<file path="config.mk">
export PLATFORM = sky130hd
export DESIGN_NAME = bidir_dual_edge_counter
export DESIGN_NICKNAME = d
export VERILOG_FILES = /design/src/rtl/bdc_pkg.sv /design/src/rtl/bdc_next.sv /design/src/rtl/bdc_edge_reg.sv /design/src/rtl/bdc_flags.sv /design/src/rtl/bidir_dual_edge_counter.sv
export SDC_FILE = /design/constraint.sdc
export NUM_CORES = 1
export LEC_CHECK = 0
export CORE_AREA = 5 5 42 44
export DETAILED_ROUTE_END_ITERATION = 10
export DIE_AREA = 0 0 47 49
export REMOVE_ABC_BUFFERS = 1
export SETUP_SLACK_MARGIN = 0.15
export SYNTH_ARGS = -nofsm -noshare
export SYNTH_HDL_FRONTEND = slang
export SYNTH_HIERARCHICAL = 1
export SYNTH_SLANG_ARGS = --single-unit
</file>
<file path="constraint.sdc">
create_clock -name clk_i -period 2 [get_ports clk_i]
set_clock_uncertainty 0.15 [all_clocks]
set_input_delay 0.4 -clock clk_i [delete_from_list [all_inputs] [get_ports clk_i]]
set_output_delay 0.4 -clock clk_i [all_outputs]
set_load 0.02 [all_outputs]
</file>
<file path="src/rtl/bdc_pkg.sv">
package bdc_pkg;
  typedef enum logic [1:0] {
    OP_HOLD = 2'd0,
    OP_LOAD = 2'd1,
    OP_INC  = 2'd2,
    OP_DEC  = 2'd3
  } bdc_op_e;
endpackage

</file>
<file path="src/rtl/bdc_next.sv">
module bdc_next
  import bdc_pkg::*;
#(
  parameter int WIDTH = 2
) (
  input  logic [WIDTH-1:0] count_i,
  input  logic             load_i,
  input  logic [WIDTH-1:0] data_i,
  input  logic             up_en_i,
  input  logic             dn_en_i,
  output logic [WIDTH-1:0] next_o,
  output logic             en_o
);
  localparam logic [WIDTH-1:0] ONE = WIDTH'(1);

  bdc_op_e op;

  // load beats both enables; up beats down when both are set
  always_comb begin
    if (load_i)       op = OP_LOAD;
    else if (up_en_i) op = OP_INC;
    else if (dn_en_i) op = OP_DEC;
    else              op = OP_HOLD;
  end

  always_comb begin
    unique case (op)
      OP_LOAD: next_o = data_i;
      OP_INC:  next_o = count_i + ONE;
      OP_DEC:  next_o = count_i - ONE;
      default: next_o = count_i;
    endcase
  end

  assign en_o = (op != OP_HOLD);
endmodule

</file>
<file path="src/rtl/bdc_edge_reg.sv">
module bdc_edge_reg #(
  parameter int WIDTH   = 2,
  parameter bit FALLING = 1'b0
) (
  input  logic             clk_i,
  input  logic             clear_i,
  input  logic             en_i,
  input  logic [WIDTH-1:0] next_i,
  input  logic [WIDTH-1:0] other_i,
  output logic [WIDTH-1:0] state_o
);
  logic [WIDTH-1:0] state_d, state_q;

  // store next XOR partner so that state XOR partner gives the count
  always_comb begin
    state_d = state_q;
    if (en_i) state_d = next_i ^ other_i;
  end

  generate
    if (FALLING) begin : g_fall
      always_ff @(negedge clk_i or posedge clear_i) begin
        if (clear_i) state_q <= '0;
        else         state_q <= state_d;
      end
      assert_idle_keeps_R6: assert property (@(negedge clk_i) disable iff (clear_i)
        !en_i |=> $stable(state_q));
    end else begin : g_rise
      always_ff @(posedge clk_i or posedge clear_i) begin
        if (clear_i) state_q <= '0;
        else         state_q <= state_d;
      end
      assert_idle_keeps_R6: assert property (@(posedge clk_i) disable iff (clear_i)
        !en_i |=> $stable(state_q));
    end
  endgenerate

  assign state_o = state_q;
endmodule

</file>
<file path="src/rtl/bdc_flags.sv">
module bdc_flags #(
  parameter int WIDTH = 2
) (
  input  logic [WIDTH-1:0] count_i,
  input  logic             clear_i,
  input  logic             up_en_i,
  input  logic             dn_en_i,
  output logic             at_top_o,
  output logic             at_bottom_o,
  output logic             up_carry_o,
  output logic             dn_borrow_o
);
  logic full, empty;

  assign full        = &count_i;
  assign empty       = ~|count_i;
  assign at_top_o    = full;
  assign at_bottom_o = empty;
  assign up_carry_o  = up_en_i & full;
  // the down cascade reads high throughout clear
  assign dn_borrow_o = clear_i | (dn_en_i & empty);
endmodule

</file>
<file path="src/rtl/bidir_dual_edge_counter.sv">
module bidir_dual_edge_counter #(
  parameter int WIDTH = 2
) (
  input  logic             clk_i,
  input  logic             clear_i,
  input  logic             load_i,
  input  logic [WIDTH-1:0] data_i,
  input  logic             up_en_i,
  input  logic             dn_en_i,
  output logic [WIDTH-1:0] count_o,
  output logic             at_top_o,
  output logic             at_bottom_o,
  output logic             up_carry_o,
  output logic             dn_borrow_o
);
  logic [WIDTH-1:0] rise_q, fall_q, next_val;
  logic             step_en;

  assign count_o = rise_q ^ fall_q;

  bdc_next #(.WIDTH(WIDTH)) i_next (
    .count_i (count_o),
    .load_i  (load_i),
    .data_i  (data_i),
    .up_en_i (up_en_i),
    .dn_en_i (dn_en_i),
    .next_o  (next_val),
    .en_o    (step_en)
  );

  bdc_edge_reg #(.WIDTH(WIDTH), .FALLING(1'b0)) i_rise (
    .clk_i   (clk_i),
    .clear_i (clear_i),
    .en_i    (step_en),
    .next_i  (next_val),
    .other_i (fall_q),
    .state_o (rise_q)
  );

  bdc_edge_reg #(.WIDTH(WIDTH), .FALLING(1'b1)) i_fall (
    .clk_i   (clk_i),
    .clear_i (clear_i),
    .en_i    (step_en),
    .next_i  (next_val),
    .other_i (rise_q),
    .state_o (fall_q)
  );

  bdc_flags #(.WIDTH(WIDTH)) i_flags (
    .count_i     (count_o),
    .clear_i     (clear_i),
    .up_en_i     (up_en_i),
    .dn_en_i     (dn_en_i),
    .at_top_o    (at_top_o),
    .at_bottom_o (at_bottom_o),
    .up_carry_o  (up_carry_o),
    .dn_borrow_o (dn_borrow_o)
  );

  // checker state: inputs and count seen at a rising edge, judged at the next falling edge
  logic             chk_vld_q, chk_ld_q, chk_up_q, chk_dn_q;
  logic [WIDTH-1:0] chk_cnt_q, chk_dat_q;

  always_ff @(posedge clk_i or posedge clear_i) begin
    if (clear_i) begin
      chk_vld_q <= 1'b0;
      chk_ld_q  <= 1'b0;
      chk_up_q  <= 1'b0;
      chk_dn_q  <= 1'b0;
      chk_cnt_q <= '0;
      chk_dat_q <= '0;
    end else begin
      chk_vld_q <= 1'b1;
      chk_ld_q  <= load_i;
      chk_up_q  <= up_en_i;
      chk_dn_q  <= dn_en_i;
      chk_cnt_q <= count_o;
      chk_dat_q <= data_i;
    end
  end

  assert_clear_state_R2: assert property (@(posedge clk_i)
    clear_i |-> (count_o == '0) && !at_top_o && at_bottom_o && !up_carry_o && dn_borrow_o);

  assert_load_R3: assert property (@(negedge clk_i) disable iff (clear_i)
    (chk_vld_q && chk_ld_q) |-> count_o == chk_dat_q);

  assert_inc_R4: assert property (@(negedge clk_i) disable iff (clear_i)
    (chk_vld_q && !chk_ld_q && chk_up_q) |-> count_o == WIDTH'(chk_cnt_q + WIDTH'(1)));

  assert_dec_R5: assert property (@(negedge clk_i) disable iff (clear_i)
    (chk_vld_q && !chk_ld_q && !chk_up_q && chk_dn_q) |-> count_o == WIDTH'(chk_cnt_q - WIDTH'(1)));

  assert_hold_R6: assert property (@(negedge clk_i) disable iff (clear_i)
    (chk_vld_q && !chk_ld_q && !chk_up_q && !chk_dn_q) |-> count_o == chk_cnt_q);

  assert_terminal_R8: assert property (@(posedge clk_i) disable iff (clear_i)
    !(at_top_o && at_bottom_o));
endmodule

</file>
==> metrics.txt <==
crit-path leading delay family=flip-flops; drt via density=4.23; peak supply drop=0.689 mV; Worst-path clk slew=0.04 ns; met1 WL=376 µm; met2 wire len=444 µm; Critical-path top delay cell=dfrtn_1; Die W=47 µm; prevailing post-synth register cell=dfrtp_1; top layer in use=met3; PwrDens=2150 nW/µm²; Slew @ Worst Pin=0.269 ns; WL per Instance=10.7 µm; PortBufs=12; Die Area=2300 µm²; Final ANT Viol Nets=0; CTS Buf Count=3; Min Hold Slack=0.332 ns; wire length on met3=70 µm; die height=49 µm; nets@finish=76; status=finished with violations; H-tree Lvls=1; Post-synth EDFFs=0; P_int=870 µW; setup TNS=-8.10 ns; vias in the first global route=341; commonest non-fill, non-tap cell in the layout=buf_4; r2r endpoint=i_rise/state_o[1]; Logic pwr share=81.9%; WP data required=1.45 ns; first-pass GRT wire length=1.28 mm; Final WS setup=-0.908 ns; Cell Rows=14; Starting Density=21.5%; root buffer cell=clkbuf_4; Worst Setup SP=i_fall/state_o[0]; antenna violations before repair=0; Switching Fraction=40.6%; share of cells above drive strength 1=62.7%; CTS tree=built; most frequent cells in the layout=buf_4, buf_6, nor2_1, clkdlybuf4s50_1; Final Hold Viols=0; Slew Viols, Final=0; CP Launch Type=flip-flop; crit path DAT=2.36 ns; synthesized-area fraction occupied by adder cells=0%; Post-Syn Area=302 µm²; Area contributors post-synth=dfrtn_1, dfrtp_1, xnor2_1; GRT Util Overall=7.73%; worst r2r src=i_fall/state_o[0]; largest family of logic cells by synthesized area=simple AND/OR/NAND/NOR gates; area leader, netlist=dfrtn_1; DR iter-0 viols=0; largest net degree at the start of global routing=6; Leak Pwr=0.315 nW; # clock sinks=4; maxcap violations=0; crit-path cells=xor2_2 -> buf_4 -> nor2_2 -> a21o_1 -> buf_6; Worst-Skew Late Latency=0.24 ns; CTS Buffer Depth=2; Seq cells post-synth=4; TritonRoute pass-1 iters=1; post-synth cell types=19; clock network fraction of total power=6.5%; Yosys warnings=6; Post-synth ARST share=100%; fin util=48.7%; R2R setup slack=-0.89 ns; I/O pin count=13; wirelength, routed=891 µm; RSZ-0062 raised after global routing=yes; Reg power frac=11.5%; mux contribution to synthesized area=0%; Hold Crit Class=in -> async; r2r worst-path depth=8; post-synthesis sequential area ratio=33.2%; CP Capture Type=output port; CP Max Fanout=3; switching pwr=595 µW; crit-path max cell delay=0.44 ns; Synth Area in Simple Gates=26.6%; DRC=0; critical path class=reg -> out; fill cell count=140; Post-DP HPWL=655 µm; n_diodes=0; Layout area overhead=126%; global route overflow=0; average size of a mapped cell=8.62 µm²; core area=1400 µm²; vias after detailed routing=351; Gate Count Post-Synth=35; Bufs and invs on worst path=2; area fraction in compound gates after synthesis=17.4%; worst relative slew slack=82.0%; Yosys top cell area share=16.6%; Synth Area in XOR/XNOR=20.3%; failing checks=negative setup slack; post-cts hold buffer count=0; final number of setup-violating endpoints=10; GPL Wtd Cong=0.698
[kinds of logic after synthesis]
kind of cell / Yosys count
xor gates and xnor gates: 7
DFF: 4
buffers and inverters: 2
AOI/OAI and AO/OA: 8
and+or+nand+nor: 14
[power by group through the flow]
stage	registers (mW)	clock network, mW	logic, mW
2_1_floorplan	0.167	0	0.462
3_3_place_gp	0.156	0	0.943
3_5_place_dp	0.156	0	0.956
4_1_cts	0.170	0.103	1.03
5_1_grt	0.175	0.106	1.28
6_report	0.169	0.0960	1.20
[layer usage]
layer  global-route usage, %  vias to the layer above
met5                       0                        -
met3                    2.21                        0
li1                        -                      180
met2                    12.0                       11
met1                    9.21                      160
met4                    4.15                        0
[worst min-delay path, stage by stage]
cell             delay [ns]
clkdlybuf4s50_1        0.42
buf_4                  0.14
inv_1                  0.07
[cell usage after synthesis (2+ instances only)]
cell     n
nand2_1  2
xnor2_1  4
dfrtp_1  2
nor2_1   5
xor2_1   3
a21oi_1  4
dfrtn_1  2
inv_1    2
[registers in the layout, summed over array words and instances (netlist names)]
register and flops:
i_fall/state_o 2, i_rise/state_o 2
[repair_timing]
| item | 4_1_cts | 5_1_grt |
|---|---|---|
| gates cloned | 0 | 0 |
| gates resized for setup | 43 | 9 |
| setup buffers | 0 | 1 |
| pin swaps | 6 | 10 |
| endpoints found under the setup margin | 10 | 10 |
[final cells by class]
type | instances | area (µm²) | share of cell area, %
multi-input cells | 29 | 279 | 40.9
repair buffers | 29 | 253 | 37.1
flip-flops and latches | 4 | 100 | 14.7
clock buffers | 3 | 22.5 | 3.30
well taps | 16 | 20.0 | 2.94
inverters | 2 | 7.51 | 1.10
[worst max path at each step]
| stage | endpoint | slack (ns) | cells past startpoint |
|---|---|---|---|
| 3_3_place_gp | up_carry_o | -1.07 | 3 |
| 4_1_cts | i_rise/state_o[1] | -0.96 | 8 |
| 3_5_place_dp | up_carry_o | -1.11 | 3 |
| 6_report | dn_borrow_o | -0.91 | 5 |
| 2_1_floorplan | i_rise/state_o[1] | -1.19 | 6 |
| 5_1_grt | i_rise/state_o[1] | -0.97 | 8 |
[metrics by stage]
stage	worst slack [ns]	total power, mW	instances	cell area (µm²)
after floorplan	-1.19	0.629	35	302
after global placement	-1.07	1.10	79	562
after detailed placement	-1.11	1.11	79	562
after CTS	-0.962	1.31	82	622
after global routing	-0.975	1.57	83	682
final	-0.908	1.47	83	682
No activity file was read; power rests on OpenSTA's default activity.
